**src/rtl/irq_pkg.sv**
```systemverilog
package irq_pkg;
    typedef enum logic [1:0] {
        ST_ARB   = 2'd0,
        ST_OFFER = 2'd1,
        ST_BUSY  = 2'd2
    } ctl_state_t;

    localparam logic [2:0] RA_FLAG = 3'd0;
    localparam logic [2:0] RA_EN   = 3'd1;
    localparam logic [2:0] RA_DBG  = 3'd2;
    localparam logic [2:0] RA_CPTR = 3'd3;
    localparam logic [2:0] RA_HPTR = 3'd4;
    localparam logic [2:0] RA_MASK = 3'd5;
endpackage

```
**src/rtl/irq_flag_bank.sv**
```systemverilog
module irq_flag_bank #(
    parameter int NUM_SRC = 32,
    localparam int IDX_W  = $clog2(NUM_SRC)
) (
    input  logic               clk,
    input  logic               rst_n,
    input  logic               soft_rst,
    input  logic [NUM_SRC-1:0] irq_req,
    input  logic               w1c_en,
    input  logic [NUM_SRC-1:0] w1c_data,
    input  logic               ack_clr,
    input  logic [IDX_W-1:0]   ack_idx,
    output logic [NUM_SRC-1:0] flags
);
    for (genvar i = 0; i < NUM_SRC; i++) begin : g_flag
        logic clr_hit;
        assign clr_hit = (w1c_en && w1c_data[i]) ||
                         (ack_clr && (ack_idx == IDX_W'(i)));
        always_ff @(posedge clk or negedge rst_n) begin
            if (!rst_n) begin
                flags[i] <= 1'b0;
            end else if (soft_rst) begin
                flags[i] <= 1'b0;
            end else if (irq_req[i]) begin
                flags[i] <= 1'b1;          // request beats clear
            end else if (clr_hit) begin
                flags[i] <= 1'b0;
            end
        end
    end

    // every request line high at an edge leaves its flag set
    p_req_sets_flag_r1: assert property (@(posedge clk) disable iff (!rst_n)
        ((|irq_req) && !soft_rst) |=> ((flags & $past(irq_req)) == $past(irq_req)));
endmodule

```
**src/rtl/irq_prio_pick.sv**
```systemverilog
module irq_prio_pick #(
    parameter int NUM_SRC = 32,
    localparam int IDX_W  = $clog2(NUM_SRC)
) (
    input  logic [NUM_SRC-1:0] eligible,
    output logic               any,
    output logic [IDX_W-1:0]   idx
);
    always_comb begin
        any = |eligible;
        idx = '0;
        for (int i = NUM_SRC - 1; i >= 0; i--) begin
            if (eligible[i]) idx = IDX_W'(i);
        end
    end
endmodule

```
**src/rtl/irq_vec_map.sv**
```systemverilog
module irq_vec_map #(
    parameter int NUM_SRC = 32,
    parameter int PTR_W   = 16,
    parameter int HOST_LO = 16,
    parameter int HOST_HI = 23,
    localparam int IDX_W  = $clog2(NUM_SRC),
    localparam int SLOT_W = 8,
    localparam int ADDR_W = PTR_W + SLOT_W
) (
    input  logic [IDX_W-1:0]  num,
    input  logic [PTR_W-1:0]  core_ptr,
    input  logic [PTR_W-1:0]  host_ptr,
    output logic [ADDR_W-1:0] addr
);
    localparam logic [IDX_W-1:0] H_LO = IDX_W'(HOST_LO);
    localparam logic [IDX_W-1:0] H_HI = IDX_W'(HOST_HI);

    logic              is_host;
    logic [SLOT_W-1:0] slot;

    always_comb begin
        is_host = (num >= H_LO) && (num <= H_HI);
        slot    = SLOT_W'({num, 3'b000});
        addr    = {(is_host ? host_ptr : core_ptr), slot};
    end
endmodule

```
**src/rtl/irq_vector_ctrl.sv**
```systemverilog
module irq_vector_ctrl #(
    parameter int NUM_SRC = 32,
    parameter int PTR_W   = 16,
    parameter int HOST_LO = 16,
    parameter int HOST_HI = 23,
    localparam int IDX_W  = $clog2(NUM_SRC),
    localparam int ADDR_W = PTR_W + 8
) (
    input  logic               clk,
    input  logic               rst_n,
    input  logic               soft_rst,
    input  logic [NUM_SRC-1:0] irq_req,
    input  logic               reg_we,
    input  logic [2:0]         reg_addr,
    input  logic [NUM_SRC-1:0] reg_wdata,
    output logic [NUM_SRC-1:0] reg_rdata,
    input  logic               dbg_halt,
    input  logic               ack,
    input  logic               svc_return,
    output logic               vec_valid,
    output logic [IDX_W-1:0]   vec_num,
    output logic [ADDR_W-1:0]  vec_addr
);
    import irq_pkg::*;

    ctl_state_t         state_q, state_d;
    logic [IDX_W-1:0]   num_q;
    logic [NUM_SRC-1:0] flags, en_q, dbg_q, eligible;
    logic [PTR_W-1:0]   cptr_q, hptr_q;
    logic               gmask_q, saved_q;
    logic               pick_any;
    logic [IDX_W-1:0]   pick_idx;
    logic               ack_take, ret_take, offer_live;

    irq_flag_bank #(.NUM_SRC(NUM_SRC)) u_flags (
        .clk      (clk),
        .rst_n    (rst_n),
        .soft_rst (soft_rst),
        .irq_req  (irq_req),
        .w1c_en   (reg_we && (reg_addr == RA_FLAG)),
        .w1c_data (reg_wdata),
        .ack_clr  (ack_take),
        .ack_idx  (num_q),
        .flags    (flags)
    );

    always_comb begin
        eligible = flags & en_q & (dbg_halt ? dbg_q : {NUM_SRC{1'b1}});
        if (gmask_q) eligible = '0;
    end

    irq_prio_pick #(.NUM_SRC(NUM_SRC)) u_pick (
        .eligible (eligible),
        .any      (pick_any),
        .idx      (pick_idx)
    );

    irq_vec_map #(
        .NUM_SRC (NUM_SRC),
        .PTR_W   (PTR_W),
        .HOST_LO (HOST_LO),
        .HOST_HI (HOST_HI)
    ) u_map (
        .num      (num_q),
        .core_ptr (cptr_q),
        .host_ptr (hptr_q),
        .addr     (vec_addr)
    );

    // Output process
    always_comb begin
        vec_valid  = (state_q == ST_OFFER);
        vec_num    = num_q;
        ack_take   = vec_valid && ack && !soft_rst;
        ret_take   = (state_q == ST_BUSY) && svc_return && !soft_rst;
        offer_live = eligible[num_q];
    end

    // Next-state logic
    always_comb begin
        state_d = state_q;
        unique case (state_q)
            ST_ARB:   if (pick_any) state_d = ST_OFFER;
            ST_OFFER: begin
                if (ack)              state_d = ST_BUSY;
                else if (!offer_live) state_d = ST_ARB;
            end
            ST_BUSY:  if (svc_return) state_d = ST_ARB;
            default:  state_d = ST_ARB;
        endcase
        if (soft_rst) state_d = ST_ARB;
    end

    // State register
    always_ff @(posedge clk or negedge rst_n) begin
        if (!rst_n) begin
            state_q <= ST_ARB;
            num_q   <= '0;
        end else begin
            state_q <= state_d;
            if (state_q == ST_ARB && state_d == ST_OFFER) num_q <= pick_idx;
        end
    end

    // Programmable registers
    always_ff @(posedge clk or negedge rst_n) begin
        if (!rst_n) begin
            en_q    <= '0;
            dbg_q   <= '0;
            cptr_q  <= '0;
            hptr_q  <= '0;
            gmask_q <= 1'b1;
            saved_q <= 1'b1;
        end else begin
            if (reg_we) begin
                unique case (reg_addr)
                    RA_EN:   en_q    <= reg_wdata;
                    RA_DBG:  dbg_q   <= reg_wdata;
                    RA_CPTR: cptr_q  <= reg_wdata[PTR_W-1:0];
                    RA_HPTR: hptr_q  <= reg_wdata[PTR_W-1:0];
                    RA_MASK: gmask_q <= reg_wdata[0];
                    default: ;
                endcase
            end
            if (soft_rst) begin
                gmask_q <= 1'b1;
                saved_q <= 1'b1;
            end else if (ack_take) begin
                saved_q <= gmask_q;
                gmask_q <= 1'b1;
            end else if (ret_take) begin
                gmask_q <= saved_q;
            end
        end
    end

    always_comb begin
        unique case (reg_addr)
            RA_FLAG: reg_rdata = flags;
            RA_EN:   reg_rdata = en_q;
            RA_DBG:  reg_rdata = dbg_q;
            RA_CPTR: reg_rdata = NUM_SRC'(cptr_q);
            RA_HPTR: reg_rdata = NUM_SRC'(hptr_q);
            RA_MASK: reg_rdata = NUM_SRC'(gmask_q);
            default: reg_rdata = '0;
        endcase
    end

    // acknowledge clears the offered flag unless re-requested
    p_ack_clears_r3: assert property (@(posedge clk) disable iff (!rst_n)
        (ack_take && !irq_req[num_q]) |=> !flags[num_q]);

    // acknowledge raises the global mask
    p_mask_entry_r5: assert property (@(posedge clk) disable iff (!rst_n)
        ack_take |=> gmask_q);

    // an offer never starts while the mask is set
    p_no_offer_masked_r5: assert property (@(posedge clk) disable iff (!rst_n)
        $rose(vec_valid) |-> !$past(gmask_q));

    // software reset keeps the enable register
    p_en_soft_r4: assert property (@(posedge clk) disable iff (!rst_n)
        (soft_rst && !(reg_we && reg_addr == RA_EN)) |=> (en_q == $past(en_q)));
endmodule

```
**config.mk**
```make
export PLATFORM = sky130hd
export DESIGN_NAME = irq_vector_ctrl
export DESIGN_NICKNAME = d
export VERILOG_FILES = /design/src/rtl/irq_pkg.sv /design/src/rtl/irq_flag_bank.sv /design/src/rtl/irq_prio_pick.sv /design/src/rtl/irq_vec_map.sv /design/src/rtl/irq_vector_ctrl.sv
export SDC_FILE = /design/constraint.sdc
export NUM_CORES = 1
export LEC_CHECK = 0
export BUFFER_PORTS_ARGS = -buffer_cell sky130_fd_sc_hd__buf_4
export CAP_MARGIN = 20
export CORE_MARGIN = 5
export CORE_UTILIZATION = 54
export CTS_BUF_LIST = sky130_fd_sc_hd__clkbuf_2
export DETAILED_ROUTE_END_ITERATION = 8
export MAX_ROUTING_LAYER = met4
export PLACE_DENSITY = 0.78
export SYNTH_ARGS = -nofsm -noshare
export SYNTH_HDL_FRONTEND = slang
export SYNTH_HIERARCHICAL = 1
export SYNTH_SLANG_ARGS = --single-unit
```
**constraint.sdc**
```tcl
create_clock -name clk -period 2.35 [get_ports clk]
set_input_delay 0.1175 -clock clk [delete_from_list [all_inputs] [get_ports clk]]
set_output_delay 0.1175 -clock clk [all_outputs]
set_load 0.02 [all_outputs]
```
==> results of run 1 <==
-- Yosys cell counts (4+ instances only) --
master	instances	area (µm²)
and3b_1	9	78.8
nor3b_1	19	143
nor2_1	83	312
o22ai_1	9	56.3
inv_1	48	180
a21bo_1	6	60.1
o211ai_1	32	240
nand2_1	19	71.3
mux2i_1	32	320
nand2b_1	7	43.8
nor3_1	14	70.1
mux2_4	10	150
nor4_1	7	43.8
clkbuf_1	17	63.8
o221ai_1	5	43.8
nor2b_1	6	37.5
buf_2	24	120
o21ai_0	15	75.1
o31ai_1	4	30.0
mux2_2	102	1150
mux4_2	13	293
a21oi_1	33	165
a21bo_2	26	260
a221oi_2	25	375
mux2_1	5	56.3
dfrtp_1	135	3380
buf_4	12	90.1
a221oi_1	8	70.1
-- what timing repair did --
| action | 4_1_cts | 5_1_grt |
|---|---|---|
| buffers inserted | 6 | 1 |
| gates resized for setup | 3 | 15 |
| cloned | 0 | 0 |
| setup endpoints to repair | 22 | 29 |
| hold buffers | 95 | 0 |
| pin swaps | 0 | 6 |
| endpoints found under the hold margin | 274 | 0 |
-- logic make-up after synthesis --
group                  Yosys count  share of synthesized area (%)
and+or+nand+nor                197                           13.4
AOI/OAI and AO/OA              177                           17.4
muxes                          162                           23.0
DFF                            137                           40.1
buffers and inverters          108                           5.99
other                            1                         0.0439
-- layout make-up --
class	count	area share, %
antenna	1	0.0219
clock buffer	19	0.831
clock inverter	12	1.16
inverter	49	1.61
multi-input combinational	539	41.0
sequential	137	30.0
tap	216	2.36
timing repair buffer	305	23.0
-- layout by cell type, fill, tap and decap left out, types with 26 or more instances in the layout --
cell type      instances
a221oi_2              26
inv_1                 48
a21oi_1               32
mux2i_1               32
mux2_2               101
dfrtp_1              134
dlygate4sd3_1         95
nor2_1                81
a21bo_2               26
o211ai_1              32
buf_4                200
-- power by group through the flow --
stage | logic (mW) | registers [mW] | clock network [mW]
2_1_floorplan | 1.81 | 3.16 | 0
3_3_place_gp | 2.67 | 3.21 | 0
3_5_place_dp | 2.72 | 3.23 | 0
4_1_cts | 2.94 | 3.16 | 1.45
5_1_grt | 3.18 | 3.23 | 1.55
6_report | 2.99 | 3.17 | 1.42
-- metal layers --
metal | track usage, % | vias to the layer above | share of wire, %
met5 | - | - | 0
met3 | 4.18 | 59 | 6.5
met2 | 49.0 | 363 | 50
li1 | - | 3416 | -
met1 | 39.2 | 3802 | 42
met4 | 9.85 | 0 | 2.0
-- how the worst max path moves through the flow --
stage / cells past startpoint / from / endpoint
finish: 7 / dbg_q[22] / vec_num[3]
global route: 7 / dbg_q[22] / vec_num[3]
CTS: 5 / state_q[0] / u_flags/flags[27]
detailed placement: 7 / gmask_q / vec_num[3]
global placement: 7 / gmask_q / vec_num[0]
floorplan: 8 / gmask_q / vec_num[0]
-- per-stage QoR --
stage / std cells / util [%]
after global routing: 1278 / 72.8
after CTS: 1275 / 72.2
after floorplan: 784 / -
after global placement: 1143 / 64.2
after detailed placement: 1143 / 64.2
final: 1278 / 72.8
-- registers in the layout, indices dropped and copies added, names as in the netlist --
register and cells:
u_flags/flags 32, state_q 2, hptr_q 16, saved_q 1, vec_num 5, gmask_q 1, cptr_q 16, en_q 32
dbg_q 32
-- worst register-to-register path: cells and delay by family (launching register included) --
family	cells	cell delay [ns]
AO/OA/AOI/OAI	1	0.32
multiplexers	1	0.29
AND/OR/NAND/NOR	5	1.20
flip-flops	1	0.43
==> flow_metrics.py, run 1 <==
metrics = {
    "drt": {
        "drt_iter0_drc": 618,
        "num_vias": 7640,
        "first_pass_iters": 5,
        "drc": 0,
        "routed_wirelength_um": 26400,
        "drt-wirelength-per-cell_um": 20.7,
        "viasPerCell": 5.98,
        "ant_nets": 0,
    },
    "worst_setup_path": {
        "critical_path_arrival_ns": 2.96,
        "r2r_cells": 7,
        "r2r-end": "vec_num[3]",
        "rrSetupSlack_ns": 0.009,
        "cp-end-kind": "flop",
        "r2r-start": "dbg_q[22]",
        "path_max_fanout": 6,
        "setup.worst_path.class": "flop to flop",
        "critPathTopFamily": "simple AND/OR/NAND/NOR gates",
        "critPathMaxStageDelay_ns": 0.59,
        "crit_buf_inv": 0,
        "path_cells": "o211ai_1 > nor2_2 > or4_4 > nor3_4 > nand4_1 > nor4b_4 > mux2_2",
        "required_ns": 2.97,
        "cpMaxStageDelayCell": "or4_4",
        "critPathLaunchType": "flop",
    },
    "yosys": {
        "syn_inst": 782,
        "synth_edf_count": 0,
        "yosysWarningCount": 6,
        "syn_area_per_cell_um2": 10.9,
        "async_reset_ff_share_pct": 100,
        "synth_ff_type": "dfrtp_1",
        "synth_cell_types": 66,
        "netlist_area_um2": 8550,
        "synth_seq_cells": 137,
        "seq_area_frac_synth_pct": 40.1,
    },
    "cells_and_area": {
        "area_growth_pct": 33.8,
        "multi_input_area_um2": 4690,
        "n_fill_cell": 1111,
        "nNetsFinal": 1123,
        "regArea_um2": 3430,
        "fin_area_um2": 11400,
        "drive_gt1_share_pct": 42.2,
    },
    "power": {
        "p_clk_share_pct": 18.7,
        "ir_drop_v": 0.000539,
        "p_total_mw": 7.59,
        "p_int_mw": 4.91,
        "pwr-share-comb_pct": 39.4,
        "seqPwrFrac_pct": 41.8,
        "power.switching_mw": 2.68,
        "switching_share_pct": 35.3,
        "p_leak_nw": 5.18,
        "power.density_nw_per_um2": 663,
    },
    "clock_tree": {
        "cts-root-buf": "clkbuf_2",
        "path_clk_slew_ns": 0.20,
        "cts_num_sinks": 137,
        "htreeDepth": 4,
        "tritoncts": "built",
        "cts_made_buffers": 17,
        "clk_latency_ns": 0.73,
        "clk_path_buf_depth": 2,
    },
    "worst_hold_path": {
        "hold_path_class": "input pin to flop",
        "worstHoldStart": "reg_we",
        "hold_depth": 5,
        "whs_endpoint": "dbg_q[30]",
    },
    "global_routing": {
        "grt_max_degree": 69,
        "grt-ovfl-total": 0,
        "first_global_vias": 8019,
        "grt_use_total_pct": 30.1,
        "antenna_found_initial": 1,
        "grt_pass1_wl_um": 42200,
    },
    "timing": {
        "tightest_slew_ns": 0.627,
        "fin_crit_sh_pct": 99.6,
        "fin_hold_ws_ns": 0.0627,
        "maxSlewViolCount": 0,
        "fin_crit_ns": 2.34,
        "setup_viol": 0,
        "skew_ns": 0.0211,
        "fmax_ghz": 0.427,
        "slew_headroom_pct": 58.1,
        "setup_ws_ns": 0.00924,
        "fin_tns_setup_ns": 0,
        "rsz0062_at_grt": "true",
        "hold_viol": 0,
    },
    "die": {
        "die_x_um": 136,
        "initial_core_util_pct": 54.4,
        "coreArea_um2": 15700,
        "die_h_um": 136,
        "top_level_ports": 136,
        "fp.dieArea_um2": 18400,
        "num_rows": 46,
    },
    "placed_design": {
        "place_area_um2": 10100,
        "dpl_worst_slack_ns": -0.0866,
        "dpl.hpwl_um": 17400,
        "place.port_buffers": 132,
        "gp_congestion": 0.913,
    },
    "job": {
        "maxCapViolations": 0,
    },
    "outcome": {
        "status": "finished, final reports clean",
    },
}
Power figures use the tool's default switching activity.
==> run 2: changes to the inputs <==
--- a/config.mk
+++ b/config.mk
@@ -8,11 +8,11 @@
 export BUFFER_PORTS_ARGS = -buffer_cell sky130_fd_sc_hd__buf_4
 export CAP_MARGIN = 20
 export CORE_MARGIN = 5
-export CORE_UTILIZATION = 54
+export CORE_UTILIZATION = 28
 export CTS_BUF_LIST = sky130_fd_sc_hd__clkbuf_2
 export DETAILED_ROUTE_END_ITERATION = 8
 export MAX_ROUTING_LAYER = met4
-export PLACE_DENSITY = 0.78
+export PLACE_DENSITY = 0.45
 export SYNTH_ARGS = -nofsm -noshare
 export SYNTH_HDL_FRONTEND = slang
 export SYNTH_HIERARCHICAL = 1
==> run 2 against run 1 <==
  * Combinational power increased by 1%
  * Total power increased by 4.3%
  * Final area increased by 3.1%
  * Non-clock buffer count increased by 9
  * Sequential power about the same
  * Final cell count increased by 15%
  * Die area increased by 85%
  * Sequential cell count unchanged
  * Fmax increased by 0.48%
  * Clock skew increased by 0.024 ns
  * Worst setup slack improved by 0.011 ns
  * Register-to-register slack about the same
  * Largest cell class unchanged
  * Largest power group unchanged
  * Highest routed layer unchanged
==> flow_metrics.py, run 2 (synthesis results as in run 1) <==
metrics = {
    "die": {
        "die_h_um": 185,
        "fp.dieArea_um2": 34100,
        "initial_core_util_pct": 28.2,
        "coreArea_um2": 30300,
        "top_level_ports": 136,
        "die_x_um": 185,
        "num_rows": 64,
    },
    "placed_design": {
        "gp_congestion": 0.872,
        "dpl.hpwl_um": 20900,
        "place_area_um2": 10500,
        "place.port_buffers": 132,
    },
    "clock_tree": {
        "path_clk_slew_ns": 0.27,
        "cts_num_sinks": 137,
        "cts-root-buf": "clkbuf_2",
        "tritoncts": "built",
        "clk_latency_ns": 0.74,
        "cts_made_buffers": 17,
        "htreeDepth": 4,
        "clk_path_buf_depth": 2,
    },
    "worst_setup_path": {
        "required_ns": 2.96,
        "path_max_fanout": 6,
        "startpoint": "gmask_q",
        "critPathLaunchType": "flop",
        "r2r_cells": 7,
        "setup.worst_path.class": "flop to flop",
        "r2r-end": "vec_num[0]",
        "endpoint": "vec_num[0]",
        "cp-end-kind": "flop",
        "r2r-start": "gmask_q",
        "critical_path_arrival_ns": 2.94,
        "rrSetupSlack_ns": 0.02,
    },
    "cells_and_area": {
        "drive_gt1_share_pct": 44.5,
        "fin_area_um2": 11800,
        "post-route-util_pct": 38.8,
        "reg_top3": "dbg_q: 32 flops, en_q: 32 flops, u_flags/flags: 32 flops",
        "area_growth_pct": 37.9,
        "final_common_cell": "buf_4",
        "n_fill_cell": 2990,
        "regArea_um2": 3430,
        "nNetsFinal": 1132,
        "multi_input_area_um2": 4690,
        "layout_common_cells": "buf_4 (220), dfrtp_1 (134), mux2_2 (101), nor2_1 (82), dlygate4sd3_1 (80)",
    },
    "power": {
        "p_leak_nw": 5.25,
        "power.switching_mw": 2.84,
        "p_int_mw": 5.08,
        "power.density_nw_per_um2": 671,
        "switching_share_pct": 35.8,
        "pwr-share-comb_pct": 38.3,
        "seqPwrFrac_pct": 40.3,
        "p_clk_share_pct": 21.4,
        "ir_drop_v": 0.000453,
    },
    "timing": {
        "fmax_ghz": 0.429,
        "fin_crit_sh_pct": 99.1,
        "skew_ns": 0.0450,
        "rsz0062_at_grt": "true",
        "maxSlewViolCount": 0,
        "slew_headroom_pct": 60.8,
        "tightest_slew_ns": 0.589,
        "hold_viol": 0,
        "fin_hold_ws_ns": 0.147,
        "setup_viol": 0,
        "fin_crit_ns": 2.33,
    },
    "drt": {
        "drt_iter0_drc": 402,
        "num_vias": 7272,
        "first_pass_iters": 6,
        "routed_wirelength_um": 28800,
        "ant_nets": 0,
        "drt-wirelength-per-cell_um": 19.6,
        "viasPerCell": 4.95,
        "drc": 0,
    },
    "job": {
        "maxCapViolations": 0,
    },
    "global_routing": {
        "first_global_vias": 7668,
        "grt-ovfl-total": 0,
        "grt_pass1_wl_um": 45000,
        "antenna_found_initial": 1,
        "grt_max_degree": 48,
        "grt_use_total_pct": 17.5,
    },
    "worst_hold_path": {
        "hold_path_class": "input pin to flop",
    },
    "outcome": {
        "status": "finished, final reports clean",
    },
}
[run 2: cell types whose count changed in the layout (fill, tap and decap cells not counted), moves of 2 or more]
cell	change
buf_4	+20
dlygate4sd3_1	-15
clkinv_1	-4
buf_6	+3
inv_6	+3
clkinv_2	-2
clkinv_4	+2
clkinvlp_4	+2
[run 2: cell type report]
type	count	share of cell area [%]
sequential	137	29.1
antenna	1	0.0212
inverter	49	1.56
timing repair buffer	314	22.9
tap	396	4.20
multi-input combinational	539	39.8
clock buffer	18	0.764
clock inverter	14	1.67
[run 2: through the flow]
stage                     total power, mW  std cells  setup WS, ns  setup TNS [ns]
after detailed placement             6.08       1341        -0.109          -0.624
after global routing                 8.37       1468        -0.103          -0.510
final                                7.92       1468        0.0205               0
after CTS                            7.97       1459       0.00631               0
after global placement               6.06       1340       -0.0826          -0.467
after floorplan                      4.97        784       0.00756               0
[run 2: critical path, cell delays in order, from the launching register on]
cell and delay, ns:
dfstp_2 0.65, buf_6 0.13, nor2_1 0.06, or4_4 0.57
nor3_4 0.21, nand4_1 0.11, nor4b_4 0.19, mux2_4 0.31
[run 2: how the worst min path moves through the flow]
| stage | from | end | slack (ns) | cells past startpoint |
|---|---|---|---|---|
| global route | reg_addr[0] | dbg_q[6] | 0.05 | 4 |
| global placement | rst_n | u_flags/flags[28] | 0.13 | 1 |
| floorplan | rst_n | cptr_q[0] | -0.18 | 0 |
| detailed placement | rst_n | u_flags/flags[28] | 0.13 | 1 |
| CTS | irq_req[19] | u_flags/flags[19] | 0.08 | 4 |
| finish | irq_req[19] | u_flags/flags[19] | 0.15 | 4 |
[run 2: routing by layer]
metal,up-vias,share of wire [%],track usage (%)
met2,155,49,29.0
met3,16,4.1,2.74
met1,3652,46,23.1
met4,0,1.2,3.26
met5,-,0,-
li1,3449,-,-
[run 2: timing repair]
| action | CTS | global route |
|---|---|---|
| endpoints found under the hold margin | 269 | 0 |
| endpoints found under the setup margin | 23 | 20 |
| hold buffers | 81 | 0 |
| pin swaps | 2 | 16 |
| resized for setup | 8 | 15 |
| setup buffers | 5 | 8 |
[run 2: power by group through the flow]
stage	Sequential, mW	Combinational (mW)	Clock [mW]
after floorplan	3.16	1.81	0
after global placement	3.25	2.81	0
after detailed placement	3.25	2.83	0
after CTS	3.20	3.01	1.75
after global routing	3.25	3.27	1.85
final	3.19	3.03	1.69
==> run 3: changes to the inputs <==
--- a/config.mk
+++ b/config.mk
@@ -7,13 +7,14 @@
 export LEC_CHECK = 0
 export BUFFER_PORTS_ARGS = -buffer_cell sky130_fd_sc_hd__buf_4
 export CAP_MARGIN = 20
+export CELL_PAD_IN_SITES_DETAIL_PLACEMENT = 2
+export CELL_PAD_IN_SITES_GLOBAL_PLACEMENT = 2
 export CORE_MARGIN = 5
 export CORE_UTILIZATION = 28
 export CTS_BUF_LIST = sky130_fd_sc_hd__clkbuf_2
 export DETAILED_ROUTE_END_ITERATION = 8
 export MAX_ROUTING_LAYER = met4
-export PLACE_DENSITY = 0.45
+export PLACE_DENSITY = 0.67
 export SYNTH_ARGS = -nofsm -noshare
 export SYNTH_HDL_FRONTEND = slang
-export SYNTH_HIERARCHICAL = 1
 export SYNTH_SLANG_ARGS = --single-unit
==> run 3 against run 2 <==
  * The run now ends with negative setup slack left
  * Synthesized cell count up 10%
  * Final cell count grew 0.82%
  * Sequential cell count unchanged
  * Worst setup slack got worse by 0.040 ns
  * Synthesized area is 3.8% lower
  * Clock power decreased by 14%
  * Global-route usage increased by 3.0 points
  * Fmax is 1.7% lower
  * Clock-buffer cell count unchanged
  * Final area shrank 6.8%
  * Non-clock buffer count shrank 49
  * Critical endpoint is now vec_num[1]
==> flow_metrics.py, run 3 <==
metrics = {
    "clock_tree": {
        "cts_made_buffers": 17,
        "clk_path_buf_depth": 2,
        "cts_num_sinks": 137,
        "cts-root-buf": "clkbuf_2",
        "clk_latency_ns": 0.72,
        "path_clk_slew_ns": 0.24,
        "htreeDepth": 4,
        "tritoncts": "built",
    },
    "yosys": {
        "synth_seq_cells": 137,
        "syn_inst": 860,
        "yosysWarningCount": 0,
        "synth_common_cells": "dfrtp_1 (135), nand2_1 (125), mux2_2 (105), nor2_1 (102), a21oi_1 (36)",
        "synth_top_area_share_pct": 41.1,
        "synth.most_common_cell": "dfrtp_1",
        "syn_area_per_cell_um2": 9.56,
        "synthTopCellsByArea": "dfrtp_1 (41%), mux2_2 (14%), nand2_1 (5.7%), nor2_1 (4.7%), mux2i_1 (3.9%)",
        "synth_ff_type": "dfrtp_1",
        "synth_top_area_cell": "dfrtp_1",
        "async_reset_ff_share_pct": 100,
        "synth_edf_count": 0,
        "synth_cell_types": 62,
        "seq_area_frac_synth_pct": 41.7,
        "netlist_area_um2": 8220,
    },
    "worst_setup_path": {
        "critPathMaxStageDelay_ns": 0.63,
        "cp-end-kind": "flop",
        "required_ns": 2.97,
        "critPathLaunchType": "flop",
        "cpMostUsedCell": "buf_4",
        "path_max_fanout": 10,
        "path_cells": "buf_4 > clkbuf_16 > nand3b_1 > o32ai_1 > a2111oi_0 > buf_4 > o2111ai_1 > nand2_1 > o31ai_1",
        "setup.worst_path.class": "flop to flop",
        "cpMaxStageDelayCell": "dfstp_2",
        "critical_path_arrival_ns": 2.99,
    },
    "die": {
        "fp.dieArea_um2": 32900,
        "die_h_um": 181,
        "die_x_um": 181,
        "num_rows": 62,
        "top_level_ports": 136,
        "coreArea_um2": 28900,
        "initial_core_util_pct": 28.5,
    },
    "timing": {
        "setup_ws_ns": -0.0193,
        "fin_crit_sh_pct": 101,
        "slew_headroom_pct": 51.6,
        "maxSlewViolCount": 0,
        "fin_crit_ns": 2.37,
        "setup_viol": 1,
        "fin_tns_setup_ns": -0.0193,
        "skew_ns": 0.0212,
        "fmax_ghz": 0.422,
        "tightest_slew_ns": 0.720,
        "fin_hold_ws_ns": 0.144,
        "hold_viol": 0,
        "rsz0062_at_grt": "true",
    },
    "cells_and_area": {
        "final_common_cell": "buf_4",
        "n_fill_cell": 3197,
        "post-route-util_pct": 38.1,
        "reg_top3": "dbg_q: 32 flops, en_q: 32 flops, u_flags.flags: 32 flops",
        "fin_area_um2": 11000,
        "layout_common_cells": "buf_4 (180), dfrtp_1 (133), nand2_1 (124), mux2_2 (104), nor2_1 (99)",
        "area_growth_pct": 33.7,
        "nNetsFinal": 1156,
        "finalNonFillerCells": 1480,
        "drive_gt1_share_pct": 33.8,
    },
    "global_routing": {
        "grt_pass1_wl_um": 51200,
        "grt_use_total_pct": 20.5,
        "grt_max_degree": 60,
        "first_global_vias": 8507,
        "grt-ovfl-total": 0,
        "antenna_found_initial": 2,
    },
    "placed_design": {
        "gp_congestion": 0.882,
        "dpl.hpwl_um": 23200,
        "dpl_worst_slack_ns": 0.0338,
        "place.port_buffers": 132,
        "place_area_um2": 9790,
        "dp_cells": 1359,
    },
    "power": {
        "ir_drop_v": 0.000300,
        "p_total_mw": 7.63,
        "power.density_nw_per_um2": 694,
        "p_leak_nw": 4.77,
    },
    "drt": {
        "drc": 0,
        "num_vias": 7609,
        "routed_wirelength_um": 33400,
        "viasPerCell": 5.14,
        "ant_nets": 0,
        "first_pass_iters": 4,
        "drt-wirelength-per-cell_um": 22.6,
        "drt_iter0_drc": 451,
    },
    "outcome": {
        "status": "complete, but fails checks",
        "violations": "negative setup slack",
    },
    "job": {
        "maxCapViolations": 0,
    },
    "worst_hold_path": {
        "hold_path_class": "input pin to flop",
    },
}
run 3: changes by cell type in the layout (fill, tap and decap cells not counted), moves of 26 or more:
cell,before,now
a21bo_2,26,0
a31oi_1,1,33
buf_4,220,180
inv_1,48,6
nand2_1,19,124
o211ai_1,32,0
run 3: worst max-delay path: cells and delay by family (launching register included):
family          cells  cell delay [ns]
compound gates      4             0.87
buf+inv             3             0.51
flops               1             0.63
simple gates        2             0.26
run 3: where the power goes:
| part | total, mW | switching, mW | internal (mW) |
|---|---|---|---|
| logic | 2.95 | 1.58 | 1.37 |
| registers | 3.23 | 0.437 | 2.79 |
| clock network | 1.45 | 0.979 | 0.476 |
run 3: cell type report:
class	count	area, µm²	area share (%)
Multi-Input combinational cell	655	4520	41.1
Inverter	6	22.5	0.205
Clock buffer	18	90.1	0.820
Tap cell	384	480	4.37
Clock inverter	13	131	1.20
Timing Repair Buffer	265	2310	21.0
Antenna cell	2	5.00	0.0455
Sequential cell	137	3430	31.2
run 3: repair_timing:
action | 4_1_cts | 5_1_grt
resized for setup | 1 | 14
endpoints found under the hold margin | 267 | 0
endpoints found under the setup margin | 4 | 18
cloned | 1 | 2
buffers inserted | 0 | 8
hold buffers | 77 | 0
pin swaps | 0 | 3
run 3: cell families after synthesis:
family                 Yosys count  share of synthesized area [%]
AOI/OAI and AO/OA              138                           11.1
buffers and inverters           70                           4.17
DFF                            137                           41.7
muxes                          144                           20.2
other                            1                         0.0456
and+or+nand+nor                370                           22.8
run 3: path summary, 6_finish.rpt:
path / startpoint / to / cells past startpoint / slack (ns)
max: gmask_q / vec_num[1] / 9 / -0.02
min: irq_req[18] / u_flags.flags[18] / 4 / 0.14
max reg2reg: gmask_q / vec_num[1] / 9 / -0.02
min reg2reg: dbg_q[12] / dbg_q[12] / 1 / 0.56
max in group asynchronous: rst_n / saved_q / 4 / 1.50
min in group asynchronous: rst_n / cptr_q[10] / 4 / 0.51
run 3: per-layer routing:
metal  up-vias  track usage, %  part of all wire [%]
met5         -               -                     0
met4         0            3.51                  0.70
met3        12            2.88                   4.3
met2       139            33.9                    49
met1      3948            27.4                    46
li1       3510               -                     -
